$ cat config.mk
export PLATFORM = sky130hd
export DESIGN_NAME = wfifo_pair
export DESIGN_NICKNAME = d
export VERILOG_FILES = /design/src/rtl/wfifo_pkg.sv /design/src/rtl/wfifo_core.sv /design/src/rtl/wfifo_trigger.sv /design/src/rtl/wfifo_pair.sv
export SDC_FILE = /design/constraint.sdc
export NUM_CORES = 1
export LEC_CHECK = 0
export BUFFER_PORTS_ARGS = -buffer_cell sky130_fd_sc_hd__buf_2
export CORE_MARGIN = 8
export CORE_UTILIZATION = 65
export CTS_CLUSTER_DIAMETER = 30
export DETAILED_ROUTE_END_ITERATION = 8
export HOLD_SLACK_MARGIN = 0.12
export PLACE_DENSITY = 0.87
export SLEW_MARGIN = 20
export SYNTH_ARGS = -nofsm -noshare
export SYNTH_HDL_FRONTEND = slang
export SYNTH_SLANG_ARGS = --single-unit
export TNS_END_PERCENT = 30
$ cat constraint.sdc
create_clock -name clk -period 12.19 [get_ports clk]
set_clock_uncertainty 0.2 [all_clocks]
set_input_delay 1.219 -clock clk [delete_from_list [all_inputs] [get_ports clk]]
set_output_delay 1.219 -clock clk [all_outputs]
set_load 0.01 [all_outputs]
$ cat src/rtl/wfifo_pkg.sv
package wfifo_pkg;
  localparam int WORD_W = 32;
  localparam int TRIG_W = 2;

  // register indices (reg_addr[3:2])
  localparam logic [1:0] IDX_CTRL = 2'd0;
  localparam logic [1:0] IDX_STAT = 2'd1;
  localparam logic [1:0] IDX_TXD  = 2'd2;
  localparam logic [1:0] IDX_RXD  = 2'd3;

  // control field positions
  localparam int RX_FLUSH_BIT = 0;
  localparam int TX_FLUSH_BIT = 1;
  localparam int RX_TRIG_LSB  = 4;
  localparam int TX_TRIG_LSB  = 16;

  // status field positions
  localparam int RX_CNT_LSB  = 0;
  localparam int RX_OVF_BIT  = 8;
  localparam int RX_UNF_BIT  = 9;
  localparam int TX_FREE_LSB = 16;
  localparam int TX_OVF_BIT  = 24;
  localparam int TX_UNF_BIT  = 25;

  function automatic logic [7:0] sat8(input logic [31:0] v);
    return (v > 32'd255) ? 8'hFF : v[7:0];
  endfunction
endpackage

$ cat src/rtl/wfifo_core.sv
module wfifo_core #(
  parameter int DEPTH = 16,
  parameter int W     = 32,
  localparam int AW   = (DEPTH > 1) ? $clog2(DEPTH) : 1,
  localparam int CW   = $clog2(DEPTH + 1)
) (
  input  logic          clk,
  input  logic          rst,
  input  logic          flush,
  input  logic          push,
  input  logic [W-1:0]  push_data,
  input  logic          pop,
  output logic [W-1:0]  pop_data,
  output logic [CW-1:0] count,
  output logic [CW-1:0] free,
  output logic          ovf,
  output logic          unf
);
  logic [W-1:0]  mem [DEPTH];
  logic [AW-1:0] wr_ptr, rd_ptr;
  logic          full, empty, do_push, do_pop;

  assign full    = (count == CW'(DEPTH));
  assign empty   = (count == '0);
  assign free    = CW'(DEPTH) - count;
  assign do_pop  = pop & ~empty & ~flush;
  assign do_push = push & ~flush & (~full | do_pop);

  function automatic logic [AW-1:0] nxt(input logic [AW-1:0] p);
    return (p == AW'(DEPTH - 1)) ? '0 : p + AW'(1);
  endfunction

  // storage without reset so it maps onto block RAM
  always_ff @(posedge clk) begin
    if (do_push) mem[wr_ptr] <= push_data;
  end

  always_ff @(posedge clk) begin
    if (rst) begin
      pop_data <= '0;
    end else if (pop) begin
      pop_data <= do_pop ? mem[rd_ptr] : '0;
    end
  end

  always_ff @(posedge clk) begin
    if (rst || flush) begin
      wr_ptr <= '0;
      rd_ptr <= '0;
      count  <= '0;
    end else begin
      if (do_push) wr_ptr <= nxt(wr_ptr);
      if (do_pop)  rd_ptr <= nxt(rd_ptr);
      count <= count + CW'(do_push) - CW'(do_pop);
    end
  end

  always_ff @(posedge clk) begin
    if (rst || flush) begin
      ovf <= 1'b0;
      unf <= 1'b0;
    end else begin
      if (push && !do_push) ovf <= 1'b1;
      if (pop && empty)     unf <= 1'b1;
    end
  end


  no_overflow_chk: assert property (@(posedge clk) disable iff (rst)
    count <= CW'(DEPTH));

  ovf_sticky_chk: assert property (@(posedge clk) disable iff (rst)
    ovf && !flush |=> ovf);

  full_drop_chk: assert property (@(posedge clk) disable iff (rst)
    push && full && !pop && !flush |=> count == $past(count));

  flush_empty_chk: assert property (@(posedge clk) disable iff (rst)
    flush |=> (count == '0) && !ovf && !unf);

  empty_pop_zero_chk: assert property (@(posedge clk) disable iff (rst)
    pop && empty |=> pop_data == '0);

  full_swap_chk: assert property (@(posedge clk) disable iff (rst)
    push && pop && full && !flush |=> (count == $past(count)) && $stable(ovf));
endmodule

$ cat src/rtl/wfifo_trigger.sv
module wfifo_trigger #(
  parameter int CW     = 5,
  parameter int TRIG_W = 2
) (
  input  logic              clk,
  input  logic              rst,
  input  logic [TRIG_W-1:0] code,
  input  logic [CW-1:0]     amount,
  output logic              req
);
  logic [31:0] level;
  assign level = 32'(code) + 32'd1;

  always_ff @(posedge clk) begin
    if (rst) req <= 1'b0;
    else     req <= (32'(amount) >= level);
  end
endmodule

$ cat src/rtl/wfifo_pair.sv
module wfifo_pair
  import wfifo_pkg::*;
#(
  parameter int DEPTH  = 16,
  parameter int ADDR_W = 4,
  localparam int CW    = $clog2(DEPTH + 1)
) (
  input  logic              clk,
  input  logic              rst,
  input  logic              reg_wr,
  input  logic              reg_rd,
  input  logic [ADDR_W-1:0] reg_addr,
  input  logic [31:0]       reg_wdata,
  output logic [31:0]       reg_rdata,
  input  logic              eng_rx_push,
  input  logic [31:0]       eng_rx_data,
  input  logic              eng_tx_pop,
  output logic [31:0]       eng_tx_data,
  output logic              irq_rx_req,
  output logic              irq_tx_req
);
  logic [1:0]        idx;
  logic [TRIG_W-1:0] rx_code_q, tx_code_q;
  logic              ctrl_wr, rx_flush, tx_flush, tx_push, rx_pop;
  logic [CW-1:0]     rx_count, rx_free, tx_count, tx_free;
  logic              rx_ovf, rx_unf, tx_ovf, tx_unf;
  logic [31:0]       rx_word, ctrl_word, stat_word, rd_other_q;
  logic              rd_is_rx_q;

  assign idx      = reg_addr[3:2];
  assign ctrl_wr  = reg_wr && (idx == IDX_CTRL);
  assign rx_flush = ctrl_wr && reg_wdata[RX_FLUSH_BIT];
  assign tx_flush = ctrl_wr && reg_wdata[TX_FLUSH_BIT];
  assign tx_push  = reg_wr && (idx == IDX_TXD);
  assign rx_pop   = reg_rd && (idx == IDX_RXD);

  always_ff @(posedge clk) begin
    if (rst) begin
      rx_code_q <= '0;
      tx_code_q <= '0;
    end else if (ctrl_wr) begin
      rx_code_q <= reg_wdata[RX_TRIG_LSB +: TRIG_W];
      tx_code_q <= reg_wdata[TX_TRIG_LSB +: TRIG_W];
    end
  end

  wfifo_core #(.DEPTH(DEPTH), .W(WORD_W)) u_rx (
    .clk(clk), .rst(rst), .flush(rx_flush),
    .push(eng_rx_push), .push_data(eng_rx_data),
    .pop(rx_pop), .pop_data(rx_word),
    .count(rx_count), .free(rx_free), .ovf(rx_ovf), .unf(rx_unf)
  );

  wfifo_core #(.DEPTH(DEPTH), .W(WORD_W)) u_tx (
    .clk(clk), .rst(rst), .flush(tx_flush),
    .push(tx_push), .push_data(reg_wdata),
    .pop(eng_tx_pop), .pop_data(eng_tx_data),
    .count(tx_count), .free(tx_free), .ovf(tx_ovf), .unf(tx_unf)
  );

  wfifo_trigger #(.CW(CW), .TRIG_W(TRIG_W)) u_rx_trig (
    .clk(clk), .rst(rst), .code(rx_code_q), .amount(rx_count), .req(irq_rx_req)
  );

  wfifo_trigger #(.CW(CW), .TRIG_W(TRIG_W)) u_tx_trig (
    .clk(clk), .rst(rst), .code(tx_code_q), .amount(tx_free), .req(irq_tx_req)
  );

  always_comb begin
    ctrl_word = '0;
    ctrl_word[RX_TRIG_LSB +: TRIG_W] = rx_code_q;
    ctrl_word[TX_TRIG_LSB +: TRIG_W] = tx_code_q;
    stat_word = '0;
    stat_word[RX_CNT_LSB +: 8]  = sat8(32'(rx_count));
    stat_word[TX_FREE_LSB +: 8] = sat8(32'(tx_free));
    stat_word[RX_OVF_BIT] = rx_ovf;
    stat_word[RX_UNF_BIT] = rx_unf;
    stat_word[TX_OVF_BIT] = tx_ovf;
    stat_word[TX_UNF_BIT] = tx_unf;
  end

  always_ff @(posedge clk) begin
    if (rst) begin
      rd_is_rx_q <= 1'b0;
      rd_other_q <= '0;
    end else if (reg_rd) begin
      rd_is_rx_q <= (idx == IDX_RXD);
      case (idx)
        IDX_CTRL: rd_other_q <= ctrl_word;
        IDX_STAT: rd_other_q <= stat_word;
        default:  rd_other_q <= '0;
      endcase
    end
  end

  assign reg_rdata = rd_is_rx_q ? rx_word : rd_other_q;


  rx_irq_idle_chk: assert property (@(posedge clk) disable iff (rst)
    rx_count == '0 |=> !irq_rx_req);

  tx_irq_idle_chk: assert property (@(posedge clk) disable iff (rst)
    tx_free == '0 |=> !irq_tx_req);

  ctrl_flush_zero_chk: assert property (@(posedge clk) disable iff (rst)
    reg_rd && idx == IDX_CTRL |=> reg_rdata[1:0] == 2'b00);

  rx_free_sum_chk: assert property (@(posedge clk) disable iff (rst)
    32'(rx_count) + 32'(rx_free) == DEPTH);
endmodule

==> impl_metrics.ini <==
[status]
status = finished, final reports clean

[critical_path]
end_kind = flop
critical_path_peak_fanout = 45
worst-setup-path-type = reg -> reg
rr_endpoint = u_tx.pop_data[10]$_SDFFE_PP0P_
worstPathRequired_ns = 12.60
reg2reg_slack_ns = 8.10
critPathLaunchType = flop
r2r_cells = 6
crit_arrival_ns = 4.50

[layout]
drive_above_1_share = 0.266
layout.nets = 2771
postLayoutCoreUtil = 0.765
synthToLayoutAreaGrowth_pct = 16.5
fillers = 3422

[yosys]
ys.warnings.count = 0
async_flop_share = 0
synth_cell_type_count = 57
ys_ff_latch = 1148
yosysSeqAreaShare = 0.738
synthCells = 2446
netlist_area_um2 = 45000
syn_nets = 2555
synth_common_cells = 1024 x edfxtp_1, 236 x mux2i_1, 160 x mux4_2
syn_area_per_cell_um2 = 18.4
synth_most_common_cell = edfxtp_1
synth_flop_cell = edfxtp_1
synthTopCellsByArea = edfxtp_1 68%, mux4_2 8.0%, dfxtp_1 5.5%
synth_top_area_share = 0.683
synth_edf_count = 1024
synth_top_cell_by_area = edfxtp_1

[floorplanning]
die_w_um = 279
die_area_um2 = 78000
initial_core_util = 0.657
rows = 96
io_pins = 140
core_um2 = 68600
die_y_um = 279

[timing]
rsz0062_at_grt = false
fmax_mhz = 244
final-hold-violation-count = 0
setup_viol = 0
slew_headroom = 0.223
fin_crit_sh = 0.336
min_period_ns = 4.09
worst_slew_pin_slew_ns = 1.17
report.final.slew_viol_count = 0
tns_ns = 0

[detailed_routing]
dr_total_vias = 24700
wl_per_cell_um = 29.0
via_per_inst = 6.60
drtIter0Drc = 3079
ant_nets = 0
drt_pass1_iterations = 6
wl_um = 108000
drc = 0

[power]
leakage_nw = 16.9
p_clk_frac = 0.475
combPwrFrac = 0.083
p_per_area_nw_per_um2 = 193
p_switching_mw = 2.40
seq_power_share = 0.442
switching_share = 0.237
vdd_ir_drop_max_mv = 0.242
internal_power_mw = 7.74

[clock_tree]
cts.clk_slew.worst_paths_ns = 0.05
cts_tree = built
clock_latency_ns = 0.75
cts_sinks = 1148
cts_buffer_depth = 3
cts_resized = 0
ctsHtreeMaxLevel = 4
cts_setup_buffers = 0
ctsHoldBuffers = 0
cts_buffers = 164
cts_root_buf = clkbuf_16

[hold_path]
min_from = u_rx.pop_data[29]$_SDFFE_PP0P_
hold_path_end = u_rx.pop_data[29]$_SDFFE_PP0P_
hp-class = reg -> reg
hold_path_depth = 2

[global_routing]
grt_pass1_wl_um = 160000
grt_usage = 0.275
first_global_vias = 25900
grt-ovfl-total = 0
antenna_found_initial = 12
grt_max_degree = 73

[placed_design]
io_buffer_count = 137
gp_congestion = 0.801
dp_hpwl_um = 53600

[job]
cap_violations = 0
## layout by cell type, fill, tap and decap left out, drive strengths merged, types with 60 or more instances in the layout
cell    Yosys  layout
edfxtp   1024    1024
mux2i     236     236
clkbuf     47     185
buf        84     181
mux4      160     160
dfxtp     124     124
nor2       92      92
nand2      85      85
nor2b      77      77
o21ai      70      70
a21oi      66      66
o22ai      64      64
clkinv      0      60
## metrics by stage
step	worst slack (ns)	instances	hold WS [ns]	area (µm²)	power, mW
after floorplan	7.30	2446	0.223	45000	5.12
after global placement	7.66	3424	0.235	46600	5.32
after detailed placement	7.56	3426	0.241	46700	5.37
after CTS	8.02	3731	0.247	52400	10.2
after global routing	7.79	3734	0.261	52500	10.4
final	8.10	3744	0.246	52500	10.1
## logic make-up (layout without fill, tap and decap cells)
group	count (synthesis)	after routing	share of synthesized area
buffers and inverters	161	516	0.0188
XOR/XNOR	13	13	0.00253
AO/OA/AOI/OAI	316	316	0.0469
other	0	12	0
flip-flops	1148	1148	0.738
adder cells (fa/ha/maj)	35	35	0.0101
multiplexers	411	411	0.136
AND/OR/NAND/NOR	362	362	0.0477
## power groups by stage
stage | sequential [mW] | clock [mW] | combinational, mW
finish | 4.48 | 4.82 | 0.840
detailed placement | 4.56 | 0 | 0.813
floorplan | 4.51 | 0 | 0.604
global placement | 4.55 | 0 | 0.769
global route | 4.49 | 5.02 | 0.909
CTS | 4.48 | 4.85 | 0.838
## critical path, stage by stage, from the launching register on
cell	delay, ns
dfxtp_4	0.67
buf_4	0.82
buf_4	0.66
nand2b_2	0.89
o22ai_1	0.23
nor4b_2	0.32
a21oi_1	0.10
## flip-flops by register name (all words and copies together), names as in the netlist, 2 cells and up, named ones only
name and flops:
u_tx.pop_data 32, rx_code_q 2, rd_other_q 15, u_rx.count 5
u_rx.rd_ptr 4, tx_code_q 2, u_rx.wr_ptr 4, u_rx.mem 512
u_tx.mem 512, u_tx.rd_ptr 4, u_rx.pop_data 32, u_tx.wr_ptr 4
u_tx.count 5
## area by class of cell
class                   count  area [µm²]  area share
clock inverters           120        1460      0.0278
flip-flops and latches   1148       33300       0.634
inverters                  30         113     0.00215
repair buffers            181        1080      0.0206
diodes                     12        30.0    0.000572
clock buffers             185        4240      0.0809
multi-input cells        1137       11100       0.212
well taps                 931        1160      0.0222
## how the worst max path moves through the flow
stage	start	endpoint	slack, ns	cells past startpoint
after floorplan	reg_addr[2]	u_rx.mem[0][0]$_DFFE_PP_	7.30	6
after global placement	reg_rd	u_rx.mem[3][13]$_DFFE_PP_	7.66	5
after detailed placement	reg_rd	u_rx.mem[3][14]$_DFFE_PP_	7.56	5
after CTS	flop	u_tx.pop_data[10]$_SDFFE_PP0P_	8.02	6
after global routing	flop	u_tx.pop_data[10]$_SDFFE_PP0P_	7.79	6
final	flop	u_tx.pop_data[10]$_SDFFE_PP0P_	8.10	6
## routing by layer
metal  vias up  global-route usage  routed length (µm)
li1      10200                   -                   -
met3       341              0.0676               10100
met4         8               0.132                4700
met2      1560               0.469               55500
met1     12600               0.329               38100
met5         -                   0                  48
(Power assumes the default switching activity.)
